===== config.mk =====
export PLATFORM = sky130hd
export DESIGN_NAME = panel_timing_gen
export DESIGN_NICKNAME = d
export VERILOG_FILES = /design/src/rtl/ptg_pkg.sv /design/src/rtl/ptg_axis_seq.sv /design/src/rtl/ptg_te_sync.sv /design/src/rtl/ptg_frame_fsm.sv /design/src/rtl/panel_timing_gen.sv
export SDC_FILE = /design/constraint.sdc
export NUM_CORES = 1
export LEC_CHECK = 0
export ABC_AREA = 1
export BUFFER_PORTS_ARGS = -buffer_cell sky130_fd_sc_hd__buf_2
export CORE_MARGIN = 4
export CORE_UTILIZATION = 55
export CTS_CLUSTER_DIAMETER = 80
export DETAILED_ROUTE_END_ITERATION = 10
export GPL_TIMING_DRIVEN = 0
export PLACE_DENSITY = 0.78
export SKIP_CTS_REPAIR_TIMING = 1
export SYNTH_ARGS = -nofsm -noshare
export SYNTH_HDL_FRONTEND = slang
export SYNTH_HIERARCHICAL = 1
export SYNTH_SLANG_ARGS = --single-unit

===== constraint.sdc =====
create_clock -name clk -period 6.2 [get_ports clk]
set_input_delay 0.31 -clock clk [delete_from_list [all_inputs] [get_ports clk]]
set_output_delay 0.31 -clock clk [all_outputs]
set_load 0.01 [all_outputs]

===== src/rtl/ptg_pkg.sv =====
package ptg_pkg;

    localparam int REG_W     = 32;
    localparam int SYNC_W    = 8;
    localparam int BACK_W    = 12;
    localparam int FRONT_W   = 12;
    localparam int ACT_W     = 16;
    localparam int BACK_LSB  = SYNC_W;
    localparam int FRONT_LSB = BACK_LSB + BACK_W;
    localparam int CNT_W     = ACT_W;

    typedef enum logic [1:0] {
        PH_SYNC  = 2'd0,
        PH_BACK  = 2'd1,
        PH_ACT   = 2'd2,
        PH_FRONT = 2'd3
    } phase_t;

    typedef enum logic [1:0] {
        FS_IDLE    = 2'd0,
        FS_WAIT_TE = 2'd1,
        FS_RUN     = 2'd2,
        FS_HALT    = 2'd3
    } fstate_t;

    typedef struct packed {
        logic [CNT_W-1:0] sync_len;
        logic [CNT_W-1:0] back_len;
        logic [CNT_W-1:0] act_len;
        logic [CNT_W-1:0] front_len;
    } axis_cfg_t;

    function automatic logic [CNT_W-1:0] min_one(input logic [CNT_W-1:0] v);
        return (v == '0) ? CNT_W'(1) : v;
    endfunction

    function automatic axis_cfg_t unpack_axis(input logic [REG_W-1:0] t,
                                              input logic [ACT_W-1:0] act);
        axis_cfg_t c;
        c.sync_len  = min_one(CNT_W'(t[SYNC_W-1:0]));
        c.back_len  = min_one(CNT_W'(t[BACK_LSB +: BACK_W]));
        c.front_len = min_one(CNT_W'(t[FRONT_LSB +: FRONT_W]));
        c.act_len   = min_one(CNT_W'(act));
        return c;
    endfunction

endpackage


===== src/rtl/ptg_axis_seq.sv =====
module ptg_axis_seq
    import ptg_pkg::*;
(
    input  logic             clk,
    input  logic             rst,
    input  logic             load,
    input  logic             step,
    input  axis_cfg_t        cfg,
    output phase_t           phase,
    output logic [CNT_W-1:0] pos,
    output logic             first,
    output logic             last
);
    localparam logic [CNT_W-1:0] ONE = CNT_W'(1);

    logic [CNT_W-1:0] cur_len;
    phase_t           nxt_ph;

    always_comb begin
        unique case (phase)
            PH_SYNC:  begin cur_len = cfg.sync_len;  nxt_ph = PH_BACK;  end
            PH_BACK:  begin cur_len = cfg.back_len;  nxt_ph = PH_ACT;   end
            PH_ACT:   begin cur_len = cfg.act_len;   nxt_ph = PH_FRONT; end
            default:  begin cur_len = cfg.front_len; nxt_ph = PH_SYNC;  end
        endcase
    end

    assign first = (phase == PH_SYNC) && (pos == '0);
    assign last  = (phase == PH_FRONT) && (pos == cur_len - ONE);

    always_ff @(posedge clk) begin
        if (rst || load) begin
            phase <= PH_SYNC;
            pos   <= '0;
        end else if (step) begin
            if (pos == cur_len - ONE) begin
                pos   <= '0;
                phase <= nxt_ph;
            end else begin
                pos <= pos + ONE;
            end
        end
    end
endmodule


===== src/rtl/ptg_te_sync.sv =====
module ptg_te_sync #(
    parameter int STAGES = 2
) (
    input  logic clk,
    input  logic rst,
    input  logic from_pad,
    input  logic te_pad,
    input  logic te_int,
    output logic te_edge
);
    logic [STAGES:0] sh;
    logic            src;

    assign src = from_pad ? te_pad : te_int;

    always_ff @(posedge clk) begin
        if (rst) sh <= '0;
        else     sh <= {sh[STAGES-1:0], src};
    end

    assign te_edge = sh[STAGES-1] & ~sh[STAGES];
endmodule


===== src/rtl/ptg_frame_fsm.sv =====
module ptg_frame_fsm
    import ptg_pkg::*;
(
    input  logic    clk,
    input  logic    rst,
    input  logic    cmd_mode,
    input  logic    run_en,
    input  logic    start_req,
    input  logic    te_gate_en,
    input  logic    te_edge,
    input  logic    halt_en,
    input  logic    halt_in,
    input  logic    frame_last,
    output fstate_t state,
    output logic    launch,
    output logic    lmode
);
    logic    halt_hold;
    fstate_t nxt;

    assign halt_hold = halt_en & halt_in;

    always_comb begin
        launch = 1'b0;
        nxt    = state;
        unique case (state)
            FS_IDLE: begin
                if (!cmd_mode) begin
                    launch = run_en;
                end else if (start_req) begin
                    if (te_gate_en) nxt = FS_WAIT_TE;
                    else            launch = 1'b1;
                end
            end
            FS_WAIT_TE: launch = te_edge;
            FS_RUN: begin
                if (frame_last) begin
                    if (!lmode && run_en && !halt_hold) launch = 1'b1;
                    else if (!lmode && run_en)          nxt = FS_HALT;
                    else                                nxt = FS_IDLE;
                end
            end
            default: begin
                if (!halt_hold) begin
                    if (run_en) launch = 1'b1;
                    else        nxt = FS_IDLE;
                end
            end
        endcase
        if (launch) nxt = FS_RUN;
    end

    always_ff @(posedge clk) begin
        if (rst) begin
            state <= FS_IDLE;
            lmode <= 1'b0;
        end else begin
            state <= nxt;
            if (launch) lmode <= cmd_mode;
        end
    end
endmodule


===== src/rtl/panel_timing_gen.sv =====
module panel_timing_gen
    import ptg_pkg::*;
#(
    parameter int TE_SYNC_STAGES = 2
) (
    input  logic             clk,
    input  logic             rst,
    input  logic [REG_W-1:0] panel_size,
    input  logic [REG_W-1:0] h_timing,
    input  logic [REG_W-1:0] v_timing,
    input  logic             cmd_mode,
    input  logic             run_en,
    input  logic             start_req,
    input  logic             te_gate_en,
    input  logic             te_from_pad,
    input  logic             halt_en,
    input  logic             halt_in,
    input  logic             te_pad,
    input  logic             te_int,
    input  logic             pix_valid,
    output logic             hsync,
    output logic             vsync,
    output logic             de,
    output logic [ACT_W-1:0] x,
    output logic [ACT_W-1:0] y,
    output logic             vsync_evt,
    output logic             frame_start,
    output logic             frame_end,
    output logic             te_evt,
    output logic             underflow,
    output logic             busy
);
    localparam int AX_N = 2;
    localparam int AX_H = 0;
    localparam int AX_V = 1;

    fstate_t fstate;
    logic    launch;
    logic    lmode;
    logic    running;
    logic    te_edge;
    logic    frame_last;

    axis_cfg_t [AX_N-1:0]            ax_cfg;
    phase_t    [AX_N-1:0]            ax_ph;
    logic      [AX_N-1:0][CNT_W-1:0] ax_pos;
    logic      [AX_N-1:0]            ax_step;
    logic      [AX_N-1:0]            ax_first;
    logic      [AX_N-1:0]            ax_last;
    logic      [AX_N-1:0]            ax_act;

    // configuration captured at frame launch only
    always_ff @(posedge clk) begin
        if (rst) begin
            ax_cfg[AX_H] <= unpack_axis('0, '0);
            ax_cfg[AX_V] <= unpack_axis('0, '0);
        end else if (launch) begin
            ax_cfg[AX_H] <= unpack_axis(h_timing, panel_size[ACT_W-1:0]);
            ax_cfg[AX_V] <= unpack_axis(v_timing, panel_size[REG_W-1 -: ACT_W]);
        end
    end

    assign running       = (fstate == FS_RUN);
    assign ax_step[AX_H] = running;
    assign ax_step[AX_V] = running & ax_last[AX_H];
    assign frame_last    = running & ax_last[AX_H] & ax_last[AX_V];

    for (genvar g = 0; g < AX_N; g++) begin : g_axis
        ptg_axis_seq u_seq (
            .clk   (clk),
            .rst   (rst),
            .load  (launch),
            .step  (ax_step[g]),
            .cfg   (ax_cfg[g]),
            .phase (ax_ph[g]),
            .pos   (ax_pos[g]),
            .first (ax_first[g]),
            .last  (ax_last[g])
        );
        assign ax_act[g] = running && (ax_ph[g] == PH_ACT);
    end

    ptg_te_sync #(.STAGES(TE_SYNC_STAGES)) u_te (
        .clk      (clk),
        .rst      (rst),
        .from_pad (te_from_pad),
        .te_pad   (te_pad),
        .te_int   (te_int),
        .te_edge  (te_edge)
    );

    ptg_frame_fsm u_fsm (
        .clk        (clk),
        .rst        (rst),
        .cmd_mode   (cmd_mode),
        .run_en     (run_en),
        .start_req  (start_req),
        .te_gate_en (te_gate_en),
        .te_edge    (te_edge),
        .halt_en    (halt_en),
        .halt_in    (halt_in),
        .frame_last (frame_last),
        .state      (fstate),
        .launch     (launch),
        .lmode      (lmode)
    );

    assign hsync       = running && (ax_ph[AX_H] == PH_SYNC);
    assign vsync       = running && (ax_ph[AX_V] == PH_SYNC);
    assign de          = ax_act[AX_H] & ax_act[AX_V];
    assign x           = ax_act[AX_H] ? ACT_W'(ax_pos[AX_H]) : '0;
    assign y           = ax_act[AX_V] ? ACT_W'(ax_pos[AX_V]) : '0;
    assign vsync_evt   = running & ax_first[AX_H] & ax_first[AX_V];
    assign frame_start = de && (ax_pos[AX_H] == '0) && (ax_pos[AX_V] == '0);
    assign frame_end   = frame_last;
    assign te_evt      = te_edge;
    assign underflow   = de & ~pix_valid;
    assign busy        = (fstate != FS_IDLE);
endmodule


## Yosys cells after proc, flatten, opt, wreduce, memory -nomap -nowiden

Cells that the tools add are included.

- Bits in read-only memories: 0
- Memories kept: 0
- Bits in writable memories: 0
- Register bits: 170
- Bits of input ports: 108
- Logic and storage cells: 125
- Latch bits: 0
- Output and inout bits: 41

- Eq/ne operators: 25
- Magnitude comparators: 0
- Bitwise operators: 11
- Reduce and logical (&&, ||, !) cells: 34
- Add/subtract/negate cells: 4
- Shift operators: 0
- Div/mod/pow operators: 0
- Mux-type cells: 35
- Multiply operators: 0

Operator list:

| cell | count |
|---|---|
| two-way mux 16 bit | 6 |
| one-hot mux 16 bit (3 select lines) | 2 |
| zero test 16 bit | 4 |
| zero test 12 bit | 4 |
| two-way mux 12 bit | 4 |
| adder 16 x 1 -> 16 bit, second input constant | 2 |
| == test 16 bit | 2 |
| subtractor 16 x 1 -> 16 bit, second input constant | 2 |
| two-way mux 2 bit | 9 |
| one-hot mux 2 bit (3 select lines) | 3 |
| zero test 8 bit | 2 |
| two-way mux 8 bit | 2 |
| AND reduction 8 bit | 2 |
| inequality test 3 bit, second input constant | 5 |
| logical AND 1 bit | 12 |
| inequality test 2 bit, second input constant | 6 |
| == test 2 bit, second input constant | 5 |
| bitwise AND 1 bit | 8 |
| two-way mux 1 bit | 8 |
| == test 2 x 1 -> 1 bit, second input constant | 3 |
| zero test 2 bit | 3 |
| inequality test 4 x 1 -> 1 bit, second input constant | 1 |
| inequality test 4 bit, second input constant | 1 |
| AND reduction 2 bit | 2 |
| other kinds (8) | 11 |

## Longest topological paths before layout

- Depth after elaboration: 11
- Mapped depth: 32
- Mapped depth without buffers: 31

## By module

The synthesis kept the hierarchy.

By module, submodules not included:

| module | sequential area each (um^2) | times used | cells an instance | area an instance (um^2) |
|---|---|---|---|---|
| panel_timing_gen | 1921.8 | 1 | 626 | 4166.5 |
| ptg_axis_seq (g_axis[0].u_seq) | 360.3 | 1 | 438 | 2538.7 |
| ptg_axis_seq (g_axis[1].u_seq) | 360.3 | 1 | 423 | 2441.1 |
| ptg_frame_fsm | 60.1 | 1 | 55 | 315.3 |
| ptg_te_sync | 60.1 | 1 | 14 | 103.8 |

## Worst setup path before layout

No wires, ideal clock.

- Kind: reg2reg
- From: register g_axis[0].u_seq.phase[1]
- To: register g_axis[1].u_seq.pos[15]
- Buffers on the path: 1
- Stages on the path, launching flop included: 30
- Required time: 6.084 ns
- Clock period less this slack: 4.292 ns
- Arrival time: 4.175 ns
- Setup time: 0.116 ns
- Setup slack: 1.908 ns
- Cell sequence: dfxtp_1 > ha_1 > inv_2 > buf_6 > or2_0 > o21ai_2 > ha_1 > inv_1 > nor2_1 > nor2_1 > xor2_1 > nor2_1 > nand2_1 > nor2_1 > nand2_1 > nor2_1 > nand2_1 > nor2_4 > nand2_1 > nor2_1 > inv_1 > nor2_1 > inv_1 > nor4_1 > nand2_1 > nor2_1 > nand3_1 > nor3_1 > xor2_1 > nor2_2

- Longest elaborated chain between the ends: 10
- Elaborated cells on any way between the ends: 13
- Those cells by class: 1 x add/sub; 4 x eq/ne; 3 x mux; 2 x bitwise; 3 x reduce/logical

RTL lines:

| what | RTL line | text |
|---|---|---|
| from (decl) | ptg_axis_seq.sv:9 | `output phase_t phase,` |
| from (signal assigned) | ptg_axis_seq.sv:38 | `phase <= nxt_ph;` |
| == test 2 bit, or another cell as far along | ptg_axis_seq.sv:20 | `unique case (phase)` |
| one-hot mux 16 bit (3 select lines) | ptg_axis_seq.sv:20 |  |
| subtractor 16 x 1 -> 16 bit | ptg_axis_seq.sv:29 | `assign last = (phase == PH_FRONT) && (pos == cur_len - ONE);` |
| == test 16 bit | ptg_axis_seq.sv:29 |  |
| logical AND 1 bit (*) | ptg_axis_seq.sv:29 |  |
| named net ax_last[0] | panel_timing_gen.sv:49 | `logic [AX_N-1:0] ax_last;` |
| bitwise AND 1 bit (*) | panel_timing_gen.sv:65 | `assign ax_step[AX_V] = running & ax_last[AX_H];` |
| named net ax_step[1] | panel_timing_gen.sv:47 | `logic [AX_N-1:0] ax_step;` |
| bitwise AND 1 bit | panel_timing_gen.sv:66 | `assign frame_last = running & ax_last[AX_H] & ax_last[AX_V];` |
| two-way mux 1 bit | ptg_frame_fsm.sv:37 | `if (frame_last) begin` |
| one-hot mux 1 bit (3 select lines) | ptg_frame_fsm.sv:26 | `unique case (state)` |
| logical OR 1 bit | ptg_axis_seq.sv:32 | `if (rst \|\| load) begin` |
| to (signal assigned) | ptg_axis_seq.sv:40 | `pos <= pos + ONE;` |
| to (decl) | ptg_axis_seq.sv:10 | `output logic [CNT_W-1:0] pos,` |

Mark *: on every way through the listed nets, which the timed path passes. The rest lies on a longest branch.
A chain may end at the register's enable or synchronous reset.

## Worst setup path after layout

Same ends and word-level chain as after synthesis.

==> out/results.tsv <==
stage	metric	value	unit
timing	Final Hold Violating Endpoints	0	
routing	Antenna Nets Post-Route	0	
cells_and_area	Multi-input gate area	5870	sq um
run_status	outcome	complete, no violations	
power_and_ir_drop	Leakage	5.51	nW
cells_and_area	Final Instance Area	11300	sq um
synth	top-area cell type share of the netlist area	28.9	%
synth	syn avg cell area	6.15	sq um
setup_path	CP cell instances	ha_1 > inv_2 > buf_6 > or2_0 > o21ai_2 > ha_1 > nand3_1 > nor2_2 > nand4_1 > nand2_1 > nand2_1 > nor2_1 > nand2_1 > nor2_1 > inv_1 > nor2_1 > inv_1 > nor4_1 > nand2_1 > nor2_1 > nand3_1 > nor3_1 > xor2_1 > nor2_2	
timing	Setup violations, final	0	
grt	initial antenna violation count	0	
timing	fin crit share	86.4	%
synth	Synth cell types	47	
setup_path	CP max stage delay	0.51	ns
power_and_ir_drop	Max VDD drop	223	uV
power_and_ir_drop	Pwr per Cell Area	306	nW/um^2
cells_and_area	most common cell after layout, fill and taps aside	nand2_1	
worst_hold_path	HP Start	te_int	
cells_and_area	most frequent cells in the layout	nand2_1, nor2_1, inv_1	
timing	Tmin final	5.36	ns
routing	drt first pass iters	6	
routing	DRT Wirelength	28300	microns
synth	cell count after synthesis	1556	
die	core area	16800	sq um
clocking	worst skew pair latency	0.43	ns
grt	first-pass GRT wire length	45500	microns
setup_path	Setup Crit Path Kind	reg -> reg	
placed_design	placed insts	1956	
cells_and_area	layout cell share with drive strength beyond 1	17.9	%
cells_and_area	antenna diode count	0	
die	Die X	140	microns
placed_design	worst slack, placed	0.961	ns
timing	setup ws final	0.842	ns
synth	Post-synth EDFFs	0	
timing	Slew HR	62.0	%
timing	Slew Limit Fails	0	
grt	pin count of the biggest net entering global routing	17	
setup_path	Worst path depth	24	
die	I/O pins	149	
setup_path	R2R Path Start	g_axis[0].u_seq/phase[1]	
routing	drt wl/cell	14.3	microns
setup_path	Req. time, crit path	6.53	ns
cells_and_area	post-layout util	66.9	%
cells_and_area	nets@finish	1879	
synth	synthesized flop and latch total	138	
setup_path	CP top delay family	simple AND/OR/NAND/NOR gates	
placed_design	gpl congestion	0.916	
routing	Vias	10300	
clocking	clock sinks	138	
clocking	Root Buffer	clkbuf_16	
setup_path	Slowest-stage cell, CP	nor4_1	
routing	drt drc	0	
synth	synth warn	6	
synth	Synth Flop Type	dfxtp_1	
timing	Worst Skew	0.0109	ns
cells_and_area	synthesis-to-layout area growth	17.6	%
clocking	Clk pin slew, worst setup/hold paths	0.06	ns
worst_hold_path	HP Class	in -> reg	
die	die area	19600	sq um
setup_path	Crit path arrival time	5.69	ns
grt	vias in the first global route	9586	
grt	gr usage total	28.5	%
setup_path	Critical path buffers and inverters	4	
setup_path	R2R cell count	24	
setup_path	worst-path fanout max	10	
placed_design	Post-DP HPWL	22000	microns
timing	RSZ-0062 raised after global routing	false	
synth	fraction of registers with async set/reset	0	%
cells_and_area	Fill cells	1636	
synth	sequential share of the synthesized area	28.9	%
die	chip height	140	microns
timing	Fmax	187	MHz
cells_and_area	Layout Cells excl Fill	1988	
worst_hold_path	WHS Path Cells	3	
timing	Fin Setup TNS	0	ns
timing	Slew @ Worst Pin	0.570	ns
cells_and_area	FF/Latch Area	2760	sq um
routing	Vias/cell	5.16	
synth	Cell Area, Synth	9570	sq um
routing	detailed router's first-iteration violation count	733	
synth	cell accounting for the most synthesized area	dfxtp_1	
placed_design	Area after DPL	10700	sq um
setup_path	Setup crit start	g_axis[0].u_seq/phase[1]	
setup_path	Critical Path End Type	register	
die	row count	47	
clocking	Max clock buf depth	2	
grt	GRT overflow	0	
synth	Synth area leaders	dfxtp_1, nand2_1, nor2_1	
clocking	CTS Buf Count	17	
setup_path	CP startpoint kind	register	
flow_run	max-cap viol count	0	
placed_design	Port Buf Inserts	148	
clocking	H-tree depth	4	
clocking	CTS tree	built	
die	Initial Utilization	56.9	%
## kinds of logic after synthesis
kind of cell	Yosys count	synth area share, %
XOR/XNOR	31	2.84
other	1	0.0392
buffers and inverters	232	11.1
AO/OA/AOI/OAI	172	10.8
flip-flops	138	28.9
AND/OR/NAND/NOR	966	44.3
adder cells (fa/ha/maj)	16	2.09
## stage by stage
step | power, mW | hold WS [ns]
finish | 3.44 | 0.101
global route | 3.66 | 0.0957
CTS | 3.42 | 0.0958
detailed placement | 2.45 | 0.399
global placement | 2.43 | 0.389
floorplan | 2.11 | 0.372
## cell type report
cell class	instances	share of cell area, %
clock buffers	22	4.04
flip-flops and latches	138	24.6
inverters	180	6.04
repair buffers	148	6.58
plain buffers	52	3.36
clock inverters	10	0.856
multi-input cells	1218	52.1
well taps	220	2.45
## worst paths after layout
path                                  end  slack, ns
hold reg to reg                u_te/sh[1]       0.41
setup / recovery  g_axis[1].u_seq/pos[15]       0.84
hold / removal                 u_te/sh[0]       0.10
setup reg to reg  g_axis[1].u_seq/pos[15]       0.84
## sequential cells by signal, indices dropped and copies added, names as in the netlist
register and flops:
g_axis.u_seq/pos 32, u_fsm/state 2, u_te/sh 3, g_axis.u_seq/phase 4, u_fsm/lmode 1, ax_cfg 96
## cell usage after synthesis, types with 18 or more instances
| library cell | n |
|---|---|
| a21oi_1 | 39 |
| clkbuf_1 | 18 |
| dfxtp_1 | 138 |
| inv_1 | 171 |
| nand2_1 | 412 |
| nand3_1 | 76 |
| nand4_1 | 31 |
| nor2_1 | 340 |
| nor2_2 | 22 |
| nor2_4 | 19 |
| o21ai_0 | 100 |
| xor2_1 | 29 |
## worst min-delay path, cell delays in order
cell and delay [ns]:
buf_2 0.08, nor2_1 0.04, nor2_2 0.08
## layer usage
layer | global-route usage (%) | wire, microns
met5 | 0 | 0
met4 | 9.54 | 797
met3 | 5.39 | 1930
met2 | 50.0 | 13800
met1 | 35.1 | 11800
## where the power goes
part	internal, mW	switching, mW	leakage (nW)	total (mW)
Clock	0.562	0.411	0.256	0.973
Sequential	1.10	0.132	1.13	1.23
Combinational	0.430	0.810	4.12	1.24
Power figures use the tool's default switching activity.
